==> src/rtl/qdac_pkg.sv <==
package qdac_pkg;

    typedef enum logic [1:0] {
        OP_LOAD_IN  = 2'b00,
        OP_LOAD_UPD = 2'b01,
        OP_UPD_ALL  = 2'b10,
        OP_SET_MODE = 2'b11
    } qdac_op_e;

    typedef enum logic [1:0] {
        FR_IDLE,
        FR_ACTIVE,
        FR_FULL,
        FR_OVER
    } frame_state_e;

endpackage

==> src/rtl/qdac_sync.sv <==
module qdac_sync #(
    parameter int            W       = 1,
    parameter int            STAGES  = 2,
    parameter logic [W-1:0]  RST_VAL = '0
) (
    input  logic         clk,
    input  logic         rst_n,
    input  logic [W-1:0] d,
    output logic [W-1:0] q
);

    logic [STAGES-1:0][W-1:0] stg_q;

    always_ff @(posedge clk or negedge rst_n) begin
        if (!rst_n) begin
            stg_q <= {STAGES{RST_VAL}};
        end else begin
            stg_q <= {stg_q[STAGES-2:0], d};
        end
    end

    assign q = stg_q[STAGES-1];

endmodule

==> src/rtl/qdac_frame_rx.sv <==
module qdac_frame_rx
    import qdac_pkg::*;
#(
    parameter int WORD_W = 12
) (
    input  logic              clk,
    input  logic              rst_n,
    input  logic              sclk_s,
    input  logic              din_s,
    input  logic              csn_s,
    input  logic              fall_mode,
    output logic              frame_stb,
    output logic [WORD_W-1:0] frame_word,
    output logic              dout,
    output logic              sclk_rise,
    output logic              sclk_fall
);

    localparam int CW = $clog2(WORD_W + 1);
    localparam logic [CW-1:0] LAST_CNT = CW'(WORD_W - 1);

    frame_state_e state_q, state_nx;
    logic         sclk_d;
    logic [CW-1:0] cnt_q;
    logic [WORD_W-1:0] sr_q;

    assign sclk_rise = sclk_s & ~sclk_d;
    assign sclk_fall = ~sclk_s & sclk_d;

    // state register
    always_ff @(posedge clk or negedge rst_n) begin
        if (!rst_n) begin
            state_q <= FR_IDLE;
        end else begin
            state_q <= state_nx;
        end
    end

    // transitions
    always_comb begin
        state_nx = state_q;
        unique case (state_q)
            FR_IDLE: begin
                if (!csn_s) state_nx = FR_ACTIVE;
            end
            FR_ACTIVE: begin
                if (csn_s)                              state_nx = FR_IDLE;
                else if (sclk_rise && cnt_q == LAST_CNT) state_nx = FR_FULL;
            end
            FR_FULL: begin
                if (csn_s)          state_nx = FR_IDLE;
                else if (sclk_rise) state_nx = FR_OVER;
            end
            FR_OVER: begin
                if (csn_s) state_nx = FR_IDLE;
            end
            default: state_nx = FR_IDLE;
        endcase
    end

    // outputs and datapath
    always_ff @(posedge clk or negedge rst_n) begin
        if (!rst_n) begin
            sclk_d    <= 1'b0;
            cnt_q     <= '0;
            sr_q      <= '0;
            dout      <= 1'b0;
            frame_stb <= 1'b0;
        end else begin
            sclk_d    <= sclk_s;
            frame_stb <= (state_q == FR_FULL) && csn_s;
            if (csn_s) begin
                cnt_q <= '0;
            end else begin
                if (sclk_rise) begin
                    sr_q <= {sr_q[WORD_W-2:0], din_s};
                    if (cnt_q != LAST_CNT + 1'b1) cnt_q <= cnt_q + 1'b1;
                    if (!fall_mode) dout <= sr_q[WORD_W-2];
                end
                if (sclk_fall && fall_mode) dout <= sr_q[WORD_W-1];
            end
        end
    end

    assign frame_word = sr_q;

endmodule

==> src/rtl/qdac_regs.sv <==
module qdac_regs
    import qdac_pkg::*;
#(
    parameter int NCH    = 4,
    parameter int DW     = 8,
    parameter int CHW    = 2,
    parameter int WORD_W = 12
) (
    input  logic              clk,
    input  logic              rst_n,
    input  logic              frame_stb,
    input  logic [WORD_W-1:0] frame_word,
    input  logic              ldn_s,
    input  logic              clrn_s,
    output logic [NCH*DW-1:0] inp_word,
    output logic [NCH*DW-1:0] dac_word,
    output logic              fall_mode
);

    qdac_op_e       op;
    logic [CHW-1:0] sel;
    logic [DW-1:0]  data;
    logic           wr_in, upd_load, upd_copy, set_mode;

    assign sel  = frame_word[WORD_W-1 -: CHW];
    assign op   = qdac_op_e'(frame_word[DW +: 2]);
    assign data = frame_word[DW-1:0];

    always_comb begin
        wr_in    = 1'b0;
        upd_load = 1'b0;
        upd_copy = 1'b0;
        set_mode = 1'b0;
        if (frame_stb) begin
            unique case (op)
                OP_LOAD_IN:  wr_in = 1'b1;
                OP_LOAD_UPD: begin wr_in = 1'b1; upd_load = 1'b1; end
                OP_UPD_ALL:  upd_copy = 1'b1;
                OP_SET_MODE: begin upd_copy = 1'b1; set_mode = 1'b1; end
                default: ;
            endcase
        end
    end

    for (genvar ch = 0; ch < NCH; ch++) begin : g_chan
        logic [DW-1:0] inp_q, dac_q;
        logic          hit;
        assign hit = (sel == CHW'(ch));

        always_ff @(posedge clk or negedge rst_n) begin
            if (!rst_n) begin
                inp_q <= '0;
                dac_q <= '0;
            end else if (!clrn_s) begin
                inp_q <= '0;
                dac_q <= '0;
            end else begin
                if (wr_in && hit) inp_q <= data;
                if (upd_load)      dac_q <= hit ? data : inp_q;
                else if (upd_copy) dac_q <= inp_q;
                else if (!ldn_s)   dac_q <= inp_q;
            end
        end

        assign inp_word[ch*DW +: DW] = inp_q;
        assign dac_word[ch*DW +: DW] = dac_q;
    end

    always_ff @(posedge clk or negedge rst_n) begin
        if (!rst_n) begin
            fall_mode <= 1'b0;
        end else if (clrn_s && set_mode) begin
            fall_mode <= data[0];
        end
    end

endmodule

==> src/rtl/qdac_serial_front.sv <==
module qdac_serial_front
    import qdac_pkg::*;
#(
    parameter int NCH         = 4,
    parameter int DW          = 8,
    parameter int SYNC_STAGES = 2
) (
    input  logic              clk,
    input  logic              rst_n,
    input  logic              ser_clk,
    input  logic              ser_din,
    input  logic              ser_cs_n,
    input  logic              upd_all_n,
    input  logic              clr_all_n,
    output logic              ser_dout,
    output logic [NCH*DW-1:0] dac_word
);

    localparam int CHW    = $clog2(NCH);
    localparam int WORD_W = CHW + 2 + DW;

    logic [4:0]        sync_in, sync_out;
    logic              sclk_s, din_s, csn_s, ldn_s, clrn_s;
    logic              frame_stb, fall_mode, sclk_rise, sclk_fall;
    logic [WORD_W-1:0] frame_word;
    logic [NCH*DW-1:0] inp_word;

    assign sync_in = {ser_clk, ser_din, ser_cs_n, upd_all_n, clr_all_n};
    assign {sclk_s, din_s, csn_s, ldn_s, clrn_s} = sync_out;

    qdac_sync #(
        .W       (5),
        .STAGES  (SYNC_STAGES),
        .RST_VAL (5'b00111)
    ) sync_i (
        .clk   (clk),
        .rst_n (rst_n),
        .d     (sync_in),
        .q     (sync_out)
    );

    qdac_frame_rx #(
        .WORD_W (WORD_W)
    ) rx_i (
        .clk        (clk),
        .rst_n      (rst_n),
        .sclk_s     (sclk_s),
        .din_s      (din_s),
        .csn_s      (csn_s),
        .fall_mode  (fall_mode),
        .frame_stb  (frame_stb),
        .frame_word (frame_word),
        .dout       (ser_dout),
        .sclk_rise  (sclk_rise),
        .sclk_fall  (sclk_fall)
    );

    qdac_regs #(
        .NCH    (NCH),
        .DW     (DW),
        .CHW    (CHW),
        .WORD_W (WORD_W)
    ) regs_i (
        .clk        (clk),
        .rst_n      (rst_n),
        .frame_stb  (frame_stb),
        .frame_word (frame_word),
        .ldn_s      (ldn_s),
        .clrn_s     (clrn_s),
        .inp_word   (inp_word),
        .dac_word   (dac_word),
        .fall_mode  (fall_mode)
    );

endmodule

==> config.mk <==
export PLATFORM = sky130hd
export DESIGN_NAME = qdac_serial_front
export DESIGN_NICKNAME = d
export VERILOG_FILES = /design/src/rtl/qdac_pkg.sv /design/src/rtl/qdac_sync.sv /design/src/rtl/qdac_frame_rx.sv /design/src/rtl/qdac_regs.sv /design/src/rtl/qdac_serial_front.sv
export SDC_FILE = /design/constraint.sdc
export NUM_CORES = 1
export LEC_CHECK = 0
export BUFFER_PORTS_ARGS = -buffer_cell sky130_fd_sc_hd__buf_2
export CAP_MARGIN = 10
export CORE_ASPECT_RATIO = 1.5
export CORE_MARGIN = 3
export CORE_UTILIZATION = 30
export CTS_CLUSTER_DIAMETER = 200
export DETAILED_ROUTE_END_ITERATION = 6
export PLACE_DENSITY = 0.49
export SYNTH_ARGS = -nofsm -noshare
export SYNTH_HDL_FRONTEND = slang
export SYNTH_SLANG_ARGS = --single-unit
==> constraint.sdc <==
create_clock -name clk -period 1.5 [get_ports clk]
set_input_delay 0.3 -clock clk [delete_from_list [all_inputs] [get_ports clk]]
set_output_delay 0.3 -clock clk [all_outputs]
set_load 0.005 [all_outputs]
* Word level (Yosys, flattened, before mapping) *
Index checks and enable logic that the tools add are counted.

word-level totals
  input bits = 7
  output and inout bits = 33
  bits in registers = 96
  logic and storage cells = 113

operators by class
  $add $sub $neg = 1
  reduce and logical (&&, ||, !) cells = 20
  eq/ne operators = 21
  bitwise logic cells = 5
  muxes and demuxes = 49

operator list
  cell                   count
  $mux W8                28
  $eq A2 B2 Y1 const B   6
  $mux W2                6
  $mux W4                3
  $mux W1                11
  $logic_and A1 B1 Y1    8
  $ne A2 B1 Y1 const B   4
  $pmux W2 S4            1
  $eq A2 B1 Y1 const B   3
  $logic_not A2 Y1       3
  $ne A2 B2 Y1 const B   3
  $ne A3 B2 Y1 const B   2
  $reduce_bool A2 Y1     3
  $add A4 B1 Y4 const B  1
  $eq A4 B4 Y1 const B   1
  $ne A4 B2 Y1 const B   1
  $ne A4 B4 Y1 const B   1
  $reduce_and A2 Y1      2
  $reduce_and A4 Y1      1
  $reduce_or A2 Y1       2
  $not A1 Y1             3
  $reduce_and A3 Y1      1
  $and A1 B1 Y1          2

* Longest topological paths before layout *
Gate-level depths: netlist of the first run.

  depth in word-level cells = 7
  gate-level depth with buffers = 5
  mapped depth without buffers = 5

* Hierarchy *
From an unflattened synthesis of the first run, not the netlist that was laid out.

second synthesis, totals
  cell total of the unflattened synthesis = 409
  area, all modules = 4722.0 µm²

by module, submodules not included
  module         cells an instance  seq. area each (µm²)  instances  area an instance (µm²)
  qdac_regs      326                1626.6                1          3513.4
  qdac_frame_rx  68                 525.5                 1          913.4
  qdac_sync      15                 257.7                 1          295.3

* Least setup slack after synthesis of the first run *
OpenSTA, ideal clock, no wires.

  path type = reg-to-reg
  start = reg rx_i.sclk_d
  end = reg rx_i.sr_q[10] (netlist: rx_i.frame_word[10])
  path buffers = 2
  cell stages (with the launch flop) = 6
  required time = 1375 ps
  arrival time = 1357 ps
  setup time = 125 ps
  path slack = 18 ps
  period minus slack after synthesis = 1482 ps
  path through = dfrtp_1 > nand2b_1 > buf_2 > nor2_1 > buf_4 > mux2_2

on the way
  word-level cells in the longest chain between the ends = 3

RTL lines
  item                                RTL line             text
  start: declaration                  qdac_frame_rx.sv:23  logic sclk_d;
  start signal: assignment            qdac_frame_rx.sv:70  sclk_d <= sclk_s;
  $not A1 Y1                          qdac_frame_rx.sv:27  assign sclk_rise = sclk_s & ~sclk_d;
  $and A1 B1 Y1                       qdac_frame_rx.sv:27
  $reduce_and A2 Y1 (no source line)  -
  end signal: assignment              qdac_frame_rx.sv:76  sr_q <= {sr_q[WORD_W-2:0], din_s};
  end: declaration                    qdac_frame_rx.sv:25  logic [WORD_W-1:0] sr_q;

Every way passes these cells.
A chain may end at the register's enable or synchronous reset.

* Worst setup path after layout of the first run *
  start = reg rx_i.sr_q[9] (netlist: rx_i.frame_word[9])
  end = reg regs_i.g_chan[1].inp_q[3]

on the way
  word-level cells in the longest chain between the ends = 6
  elaborated cells between the ends (all ways) = 7
  those cells by class = eq/ne (2); mux (2); reduce/logical (3)

RTL lines
  item                                                     RTL line         text
  $eq A2 B1 Y1 / $logic_not A2 Y1 (equally long branches)  qdac_regs.sv:35  unique case (op)
  $reduce_or A2 Y1 (no source line) (*)                    -
  $mux W1 (*)                                              qdac_regs.sv:35
  $mux W1 (*)                                              qdac_regs.sv:34  if (frame_stb) begin
  $logic_and A1 B1 Y1 (*)                                  qdac_regs.sv:58  if (wr_in && hit) inp_q <= data;
  $ne A2 B1 Y1 (no source line) (*)                        -
  end signal: assignment                                   qdac_regs.sv:58
  end: declaration                                         qdac_regs.sv:46  logic [DW-1:0] inp_q, dac_q;

Mark *: on every way between the ends. The rest lies on a longest branch, timed or not.

==> flow_summary.json, run 1 <==
{
  "finalClockSkew_ns": 0.00728,
  "antenna_left": 0,
  "r2r-end": "regs_i.g_chan[1].inp_q[3]$_DFFE_PN0P_",
  "maxCapViolCount": 0,
  "syn_to_final_growth_pct": 23.2,
  "setup_slack_ns": 0.0443,
  "preCtsSetupSlack_ns": -0.0242,
  "die_area_um2": 16500,
  "num_antenna_cells": 0,
  "cts_sinks": 96,
  "r2r_slack_ns": 0.04,
  "wl_per_cell_um": 17.0,
  "multi_input_area_um2": 1850,
  "layout.nets": 482,
  "fmax_ghz": 0.687,
  "hold_viol": 0,
  "use_met1_pct": 17.9,
  "rsz0062_at_grt": "true",
  "drt_iter0_drc": 158,
  "clock-root-buffer": "clkbuf_16",
  "synth_area_um2": 4480,
  "final_util_pct": 37.8,
  "grt_usage_pct": 14.7,
  "yosysWarnings": 0,
  "period_share_pct": 97.0,
  "rows": 54,
  "ys_async_sr_fraction_pct": 100,
  "io_pins": 40,
  "firstDrtPassIters": 5,
  "dr_total_vias": 3422,
  "holdCritPathClass": "input pin to register",
  "dpl.cell_count": 650,
  "min_from": "upd_all_n",
  "r2r_start": "rx_i.frame_word[9]$_DFFE_PN0P_",
  "grt_busiest_layer": "met2",
  "cts_tree": "yes",
  "clk_latency_ns": 0.34,
  "ys.flop_type": "dfrtp_1",
  "seq_area_frac_synth_pct": 53.8,
  "dieHeight_um": 156,
  "synth_edf_count": 0,
  "leakage_nw": 2.38,
  "setup_viol": 0,
  "grt_max_degree": 57,
  "avgSynthCellArea_um2": 10.6,
  "initial_core_util_pct": 30.7,
  "remaining_drc_errors": 0,
  "ys_types": 39,
  "startpoint_type": "register",
  "power_density_nw_per_um2": 1150,
  "arrival_ns": 1.68,
  "routed_wl_mm": 11.4,
  "clkTransAtPathRegs_ns": 0.07,
  "netlist_instances": 423,
  "crit_fanout": 8,
  "grt_pass1_vias": 3617,
  "layout_min_cycle_time_ns": 1.46,
  "grt_overflow": 0,
  "io_buffers": 39,
  "final_cells": 674,
  "synth_seq_cells": 96,
  "numCtsBuffers": 9,
  "htreeDepth": 3,
  "dpl.hpwl_mm": 7.91,
  "min_to": "sync_i.stg_q[1]$_DFF_PN1_",
  "grt_pass1_wl_mm": 19.1,
  "core_um2": 14600,
  "final.setup.tns_ns": 0,
  "antenna_found_initial": 0,
  "reg2reg_depth": 5,
  "viasPerCell": 5.08,
  "placed_area_um2": 5060,
  "final_area_um2": 5520,
  "nFillCells": 1468,
  "clock_path_buffers": 2,
  "use_met3_pct": 2.73,
  "worst_pin_slew_ns": 0.443,
  "cp_data_required_time_ns": 1.73,
  "end_kind": "register",
  "synthesis.nets": 432,
  "globalplace.congestion": 0.793,
  "maxSlewHeadroom_pct": 70.4,
  "seq_area_um2": 2410,
  "layout-drive-gt1-share_pct": 28.2,
  "vdd.ir_drop.worst_uv": 596,
  "slew_viol_final": 0,
  "status": "completed",
  "die_w_um": 106,
  "use_met2_pct": 25.7,
  "hold_depth": 1,
  "worstSetupPathType": "register to register"
}
[worst max path at each step]
stage | start | endpoint | cells past startpoint
CTS | rx_i.frame_word[9]$_DFFE_PN0P_ | regs_i.g_chan[1].dac_q[2]$_DFFE_PN0P_ | 4
detailed placement | rx_i.frame_word[9]$_DFFE_PN0P_ | regs_i.g_chan[0].dac_q[6]$_DFFE_PN0P_ | 4
global placement | rx_i.frame_word[8]$_DFFE_PN0P_ | regs_i.g_chan[0].dac_q[6]$_DFFE_PN0P_ | 5
floorplan | rx_i.sclk_d$_DFF_PN0_ | rx_i.frame_word[10]$_DFFE_PN0P_ | 5
finish | rx_i.frame_word[9]$_DFFE_PN0P_ | regs_i.g_chan[1].inp_q[3]$_DFFE_PN0P_ | 5
global route | rx_i.frame_word[9]$_DFFE_PN0P_ | regs_i.g_chan[3].inp_q[7]$_DFFE_PN0P_ | 4
[layer usage]
metal / vias to the layer above / part of all wire [%]
met3: 16 / 3.3
met2: 70 / 53
li1: 1622 / -
met5: - / 0
met1: 1714 / 42
met4: 0 / 1.8
[where the power goes]
part / internal [mW] / switching (mW) / leakage, nW
Combinational: 0.388 / 0.400 / 0.947
Clock: 1.51 / 1.01 / 0.155
Sequential: 2.74 / 0.276 / 1.27
[logic make-up (layout without fill, tap and decap cells)]
kind of cell | after synthesis | count (layout) | share of synthesized area, %
AOI/OAI and AO/OA | 128 | 128 | 18.6
and+or+nand+nor | 116 | 116 | 14.4
DFF | 96 | 96 | 53.8
buffers and inverters | 52 | 107 | 5.81
muxes | 29 | 29 | 6.84
adders and majority gates | 2 | 2 | 0.559
[synthesized netlist by cell type, drive strengths merged, types with 2 or more instances]
cell type | n | area (µm²)
o21a | 2 | 15.0
clkbuf | 16 | 62.6
a21boi | 16 | 120
ha | 2 | 25.0
o311ai | 2 | 17.5
buf | 30 | 175
and4bb | 3 | 37.5
nand4b | 3 | 32.5
a31oi | 33 | 206
inv | 6 | 22.5
mux2i | 16 | 160
and4b | 2 | 20.0
o21ai | 36 | 180
mux2 | 13 | 146
a21oi | 2 | 10.0
o41ai | 2 | 17.5
dfstp | 6 | 158
nand3 | 20 | 100
dfrtp | 90 | 2250
nor2 | 5 | 18.8
o31ai | 32 | 240
nand2 | 49 | 184
nor2b | 25 | 156
[stage by stage]
| step | power, mW | hold slack [ns] |
|---|---|---|
| floorplan | 3.40 | 0.00441 |
| global placement | 3.84 | 0.298 |
| detailed placement | 3.84 | 0.301 |
| CTS | 6.39 | 0.0323 |
| global route | 6.64 | 0.0332 |
| finish | 6.33 | 0.0493 |
[critical path, stage by stage (launching register included)]
cell	delay, ns
dfrtp_2	0.45
buf_6	0.14
and4bb_2	0.32
buf_12	0.15
mux2i_2	0.22
nor2b_1	0.06
[cell type report]
class | instances | area share, %
well taps | 196 | 4.44
repair buffers | 85 | 11.8
clock buffers | 10 | 4.33
inverters | 6 | 0.476
flip-flops and latches | 96 | 43.8
clock inverters | 6 | 1.68
multi-input cells | 275 | 33.5
[registers in the layout, indices dropped and copies added, names as in the netlist]
register,flops
sync_i.q,5
rx_i.sclk_d,1
rx_i.state_q,2
rx_i.dout,1
sync_i.stg_q,5
regs_i.g_chan.dac_q,32
rx_i.cnt_q,4
rx_i.frame_word,12
rx_i.frame_stb,1
regs_i.fall_mode,1
regs_i.g_chan.inp_q,32
[placed cells by master (no fill, tap or decap), types with 2 or more instances in the layout]
| cell type | n |
|---|---|
| nand4b_1 | 2 |
| ha_1 | 2 |
| buf_4 | 36 |
| clkinv_4 | 2 |
| and4bb_4 | 2 |
| a31oi_1 | 33 |
| mux2i_1 | 15 |
| inv_1 | 5 |
| buf_12 | 8 |
| a21boi_1 | 3 |
| a21oi_1 | 2 |
| o31ai_1 | 31 |
| a21boi_0 | 13 |
| buf_2 | 38 |
| nand2_1 | 49 |
| mux2_2 | 13 |
| o41ai_1 | 2 |
| bufinv_16 | 2 |
| clkinvlp_4 | 3 |
| nand3_1 | 20 |
| o21a_1 | 2 |
| dfrtp_1 | 86 |
| clkbuf_16 | 9 |
| dfstp_2 | 6 |
| and4b_1 | 2 |
| nor2b_1 | 25 |
| nor2_1 | 4 |
| buf_6 | 2 |
| o21ai_0 | 35 |
| dfrtp_2 | 4 |
[what timing repair did]
item	CTS	global route
setup endpoints to repair	6	63
cloned	0	0
pin swaps	0	3
hold endpoints to repair	90	0
hold buffers	1	0
setup buffers	0	7
gates resized for setup	2	19
No activity file was read; power rests on OpenSTA's default activity.
==> inputs of run 2 (changes only) <==
CORE_MARGIN = 2   (was 3)
PLACE_DENSITY = 0.48   (was 0.49)
SYNTH_HIERARCHICAL = 1   (was not set)
==> run 2 against run 1 <==
  * Highest routed layer unchanged
  * Sequential share of layout area fell by 0.95 points
  * Sequential cell count did not move
  * Clock-buffer cell count fell by 1
  * First-iteration DRC count fell by 3.2%
  * Die area rose by 1.8%
  * Via count fell by 3.0%
  * Critical endpoint is now regs_i/g_chan[2].inp_q[5]$_DFFE_PN0P_
  * Largest cell class unchanged
  * Critical path depth did not move
==> flow_summary.json, run 2 <==
{
  "avgSynthCellArea_um2": 11.6,
  "synth_area_um2": 4720,
  "holdCritPathClass": "input pin to register",
  "clkTransAtPathRegs_ns": 0.07,
  "core_um2": 15500,
  "die_w_um": 106,
  "yosysWarnings": 6,
  "maxCapViolCount": 0,
  "r2r-end": "regs_i/g_chan[2].inp_q[5]$_DFFE_PN0P_",
  "min_to": "sync_i/stg_q[0]$_DFF_PN1_",
  "drt_iter0_drc": 153,
  "combPwrFrac_pct": 11.3,
  "htreeDepth": 3,
  "numCtsBuffers": 9,
  "end_kind": "register",
  "globalplace.congestion": 0.716,
  "final.setup.tns_ns": 0,
  "netlist_instances": 408,
  "finalClockSkew_ns": 0.00994,
  "arrival_ns": 1.70,
  "r2r_start": "rx_i/frame_word[9]$_DFFE_PN0P_",
  "cp_data_required_time_ns": 1.73,
  "setup.worst_path.start": "rx_i/frame_word[9]$_DFFE_PN0P_",
  "clk_latency_ns": 0.34,
  "syn_to_final_growth_pct": 19.4,
  "worstSetupPathType": "register to register",
  "r2r_slack_ns": 0.03,
  "clock-root-buffer": "clkbuf_16",
  "firstDrtPassIters": 4,
  "dpl.hpwl_mm": 7.28,
  "rsz0062_at_grt": "true",
  "layout.nets": 459,
  "dr_total_vias": 3320,
  "setup_viol": 0,
  "setup_slack_ns": 0.0313,
  "grt_max_degree": 45,
  "antenna_left": 0,
  "vdd.ir_drop.worst_uv": 599,
  "hold_depth": 1,
  "switchingPower_mw": 1.73,
  "layout-drive-gt1-share_pct": 28.4,
  "final_cell_mix": "dfrtp_1 (89), a21boi_1 (45), buf_2 (38)",
  "final_area_um2": 5630,
  "rows": 56,
  "p_sw_share_pct": 28.0,
  "maxSlewHeadroom_pct": 70.3,
  "io_buffers": 39,
  "power_density_nw_per_um2": 1100,
  "remaining_drc_errors": 0,
  "final_util_pct": 36.4,
  "grt_pass1_wl_mm": 18.7,
  "nFillCells": 1545,
  "preCtsSetupSlack_ns": -0.0738,
  "final_cells": 658,
  "clock_path_buffers": 2,
  "p_clk_share_pct": 38.5,
  "wl_per_cell_um": 17.1,
  "leakage_nw": 2.74,
  "num_antenna_cells": 0,
  "worst_pin_slew_ns": 0.446,
  "reg2reg_depth": 5,
  "status": "completed",
  "layout_min_cycle_time_ns": 1.47,
  "min_from": "clr_all_n",
  "io_pins": 40,
  "grt_usage_pct": 14.3,
  "layout_commonest_cell": "dfrtp_1",
  "power_mw": 6.18,
  "fmax_ghz": 0.681,
  "startpoint_type": "register",
  "placed_area_um2": 5230,
  "die_area_um2": 16800,
  "slew_viol_final": 0,
  "seqPwrFrac_pct": 50.2,
  "cts_tree": "yes",
  "cts_sinks": 96,
  "routed_wl_mm": 11.3,
  "grt_pass1_vias": 3435,
  "holdWs_ns": 0.0537,
  "dpl.cell_count": 638,
  "viasPerCell": 5.05,
  "dieHeight_um": 158,
  "initial_core_util_pct": 30.5,
  "p_int_mw": 4.45,
  "hold_viol": 0,
  "grt_overflow": 0,
  "period_share_pct": 97.9,
  "synthesis.nets": 417,
  "antenna_found_initial": 0,
  "crit_fanout": 8
}
-- run 2: what timing repair did --
action | in CTS | in global routing
endpoints found under the hold margin | 13 | 0
setup endpoints to repair | 38 | 53
buffers inserted | 0 | 3
hold buffers | 1 | 0
gates resized for setup | 8 | 10
-- run 2: cell type report --
cell class | count | area, µm² | area share, %
clock inverter | 7 | 83.8 | 1.49
multi-input combinational | 264 | 2050 | 36.4
inverter | 4 | 15.0 | 0.267
sequential | 96 | 2410 | 42.8
timing repair buffer | 75 | 593 | 10.5
clock buffer | 9 | 225 | 4.00
tap | 203 | 254 | 4.51
-- run 2: worst max path at each step --
stage,endpoint,depth (start not counted),slack [ns]
after floorplan,regs_i/g_chan[0].dac_q[5]$_DFFE_PN0P_,6,-0.006
after global placement,regs_i/g_chan[2].dac_q[7]$_DFFE_PN0P_,3,-0.06
after detailed placement,regs_i/g_chan[0].inp_q[1]$_DFFE_PN0P_,4,-0.07
after CTS,regs_i/g_chan[2].inp_q[5]$_DFFE_PN0P_,5,-0.002
after global routing,regs_i/g_chan[2].inp_q[0]$_DFFE_PN0P_,5,-0.05
final,regs_i/g_chan[2].inp_q[5]$_DFFE_PN0P_,5,0.03
-- run 2: routing by layer --
| metal | wire length (µm) | vias up | track usage [%] |
|---|---|---|---|
| met3 | 348 | 10 | 2.90 |
| li1 | - | 1582 | - |
| met2 | 5790 | 59 | 24.9 |
| met4 | 130 | 0 | 4.32 |
| met5 | 0 | - | 0 |
| met1 | 4990 | 1669 | 17.7 |
-- run 2: power groups by stage --
stage	clock network, mW	registers, mW	logic (mW)
finish	2.38	3.10	0.696
global route	2.62	3.14	0.762
CTS	2.46	3.11	0.683
detailed placement	0	3.16	0.671
global placement	0	3.16	0.663
floorplan	0	2.97	0.337
-- run 2: critical path, cell delays in order, from the launching register on --
cell      delay, ns
dfrtp_1        0.40
buf_6          0.15
nor4bb_2       0.28
buf_4          0.24
mux2i_1        0.22
nor2b_1        0.06
==> inputs of run 3 (changes only) <==
ABC_AREA = 1   (was not set)
PLACE_DENSITY = 0.49   (was 0.48)
==> run 3 against run 2 <==
  * First-iteration DRC count is 63% higher
  * Non-clock buffer count down 6
  * Maximum frequency is 4.8% higher
  * Setup slack better by 0.067 ns
  * Synthesized cell count up 30%
  * Hold slack lost 0.0072 ns
  * Clock-buffer cell count up 2
  * Total power is 10% lower
  * Wire length is 4.6% higher
  * Critical endpoint is now regs_i/g_chan[3].dac_q[7]$_DFFE_PN0P_
  * Highest routed layer unchanged
==> flow_summary.json, run 3 <==
{
  "die_w_um": 103,
  "path_buf_inv": 1,
  "antenna_found_initial": 0,
  "netlist_instances": 529,
  "synthAdderAreaFrac_pct": 0.569,
  "arrival_ns": 1.64,
  "final_cells": 782,
  "fmax_ghz": 0.713,
  "r2r_slack_ns": 0.1,
  "reg2reg_depth": 6,
  "grt_pass1_vias": 3585,
  "power_density_nw_per_um2": 1050,
  "holdCritPathClass": "input pin to register",
  "final_area_um2": 5270,
  "rows": 54,
  "synth_edf_count": 0,
  "vdd.ir_drop.worst_uv": 460,
  "leakage_nw": 2.79,
  "clock_path_buffers": 2,
  "min_from": "upd_all_n",
  "viasPerCell": 4.68,
  "finalClockSkew_ns": 0.00621,
  "r2r_start": "rx_i/frame_word[9]$_DFFE_PN0P_",
  "worstSetupPathType": "register to register",
  "slowest_delay_ns": 0.40,
  "antenna_left": 0,
  "slew_viol_final": 0,
  "synth.area.top_cells": "dfrtp_1 (51%), nand2_1 (14%), nand3_1 (8.7%)",
  "synthXorXnorAreaFrac_pct": 0.199,
  "avgSynthCellArea_um2": 8.31,
  "remaining_drc_errors": 0,
  "clock-root-buffer": "clkbuf_16",
  "r2r-end": "regs_i/g_chan[3].dac_q[7]$_DFFE_PN0P_",
  "yosysTopAreaCell": "dfrtp_1",
  "final_util_pct": 36.4,
  "globalplace.congestion": 0.817,
  "crit_fanout": 12,
  "dpl.hpwl_mm": 8.23,
  "min_to": "sync_i/stg_q[1]$_DFF_PN1_",
  "grt_usage_pct": 16.0,
  "firstDrtPassIters": 4,
  "synth_top_area_share_pct": 51.2,
  "power_mw": 5.54,
  "io_pins": 40,
  "synth_top_family_by_area": "simple AND/OR/NAND/NOR gates",
  "critPathTopFamily": "simple AND/OR/NAND/NOR gates",
  "final.setup.tns_ns": 0,
  "hold_depth": 1,
  "yosys.area_share.simple_pct": 30.1,
  "cts_tree": "yes",
  "num_antenna_cells": 0,
  "grt_overflow": 0,
  "placed_area_um2": 4940,
  "routed_wl_mm": 11.8,
  "core_um2": 14500,
  "synthesis.nets": 538,
  "grt_max_degree": 51,
  "synthTopCellsByCount": "nand2_1 (162), dfrtp_1 (90), nand3_1 (76)",
  "maxSlewHeadroom_pct": 75.4,
  "synth_seq_cells": 96,
  "cts_sinks": 96,
  "layout_commonest_cell": "nand2_1",
  "dieHeight_um": 152,
  "ys.flop_type": "dfrtp_1",
  "period_share_pct": 93.4,
  "crit_top_cell": "nand3_1",
  "ys_async_sr_fraction_pct": 100,
  "htreeDepth": 3,
  "worst_pin_slew_ns": 0.367,
  "clkTransAtPathRegs_ns": 0.07,
  "seq_area_frac_synth_pct": 54.8,
  "ys_types": 21,
  "cp_data_required_time_ns": 1.74,
  "io_buffers": 39,
  "wl_per_cell_um": 15.0,
  "synth_area_um2": 4400,
  "clk_latency_ns": 0.35,
  "slowest_stage": "dfrtp_1",
  "setup_viol": 0,
  "final_cell_mix": "nand2_1 (162), dfrtp_1 (89), nand3_1 (76)",
  "die_area_um2": 15700,
  "syn_to_final_growth_pct": 19.7,
  "layout_min_cycle_time_ns": 1.40,
  "grt_pass1_wl_mm": 19.2,
  "yosysMostFrequentCell": "nand2_1",
  "maxCapViolCount": 0,
  "dpl.cell_count": 763,
  "layout.nets": 590,
  "dr_total_vias": 3657,
  "synth-compound-area-share_pct": 5.12,
  "hold_viol": 0,
  "status": "completed",
  "initial_core_util_pct": 30.4,
  "layout-drive-gt1-share_pct": 17.4,
  "drt_iter0_drc": 249,
  "end_kind": "register",
  "startpoint_type": "register",
  "synth_mux_area_share_pct": 0,
  "yosysWarnings": 6,
  "numCtsBuffers": 9,
  "crit_chain": "inv_1, nand2_2, nor2_4, nand3_1, nand3_1, nand2_1"
}
run 3: changes by cell type in the layout (fill, tap and decap cells not counted), moves of 32 or more:
cell	previous run	this run
and3_1	32	0
inv_1	4	61
o21ai_0	0	35
nand4_1	1	33
a21boi_1	45	0
nand2_1	32	162
nand3b_1	32	0
o311a_1	32	0
nand3_1	0	76
run 3: cells by family after synthesis:
kind of cell,count (synthesis)
DFF,96
xor gates and xnor gates,1
AOI/OAI and AO/OA,45
adders and majority gates,2
buffers and inverters,94
and+or+nand+nor,291
run 3: worst max-delay path by stage:
stage / from / endpoint / depth (start not counted)
2_1_floorplan: rx_i/frame_word[9]$_DFFE_PN0P_ / regs_i/g_chan[3].dac_q[5]$_DFFE_PN0P_ / 7
3_3_place_gp: rx_i/frame_word[9]$_DFFE_PN0P_ / regs_i/g_chan[0].dac_q[6]$_DFFE_PN0P_ / 6
3_5_place_dp: rx_i/frame_word[9]$_DFFE_PN0P_ / regs_i/g_chan[3].dac_q[5]$_DFFE_PN0P_ / 6
4_1_cts: rx_i/frame_word[9]$_DFFE_PN0P_ / regs_i/g_chan[3].dac_q[5]$_DFFE_PN0P_ / 6
5_1_grt: rx_i/frame_word[9]$_DFFE_PN0P_ / regs_i/g_chan[3].dac_q[7]$_DFFE_PN0P_ / 6
6_report: rx_i/frame_word[9]$_DFFE_PN0P_ / regs_i/g_chan[3].dac_q[7]$_DFFE_PN0P_ / 6
run 3: timing repair:
item,4_1_cts,5_1_grt
hold endpoints to repair,13,0
resized for setup,0,1
setup endpoints to repair,0,7
hold buffers,1,0
buffers inserted,0,2
run 3: stage by stage:
step           setup slack (ns)  hold slack, ns
2_1_floorplan             0.194         0.00441
3_3_place_gp              0.104           0.178
3_5_place_dp             0.0827           0.184
4_1_cts                  0.0559          0.0364
5_1_grt               -0.000685          0.0378
6_report                 0.0983          0.0465
run 3: power breakdown:
group | leakage, nW | switching [mW] | internal, mW | total (mW)
clock | 0.132 | 0.982 | 1.29 | 2.27
sequential | 1.30 | 0.0791 | 2.67 | 2.75
combinational | 1.36 | 0.390 | 0.124 | 0.513
total | 2.79 | 1.45 | 4.09 | 5.54
run 3: final cells by class:
cell class	instances	area (µm²)
Clock buffer	11	233
Clock inverter	5	57.6
Fill cell	1552	9190
Inverter	66	248
Multi-Input combinational cell	339	1580
Sequential cell	96	2410
Tap cell	196	245
Timing Repair Buffer	69	488
run 3: worst register-to-register path, stage by stage, from the launching register on:
cell     delay, ns
dfrtp_1       0.40
inv_1         0.07
nand2_2       0.17
nor2_4        0.31
nand3_1       0.18
nand3_1       0.12
nand2_1       0.05
run 3: layer usage:
metal / track usage, % / part of all wire (%)
met1: 21.1 / 44
met2: 26.2 / 50
met3: 3.12 / 4.1
met4: 5.45 / 2.3
met5: 0 / 0
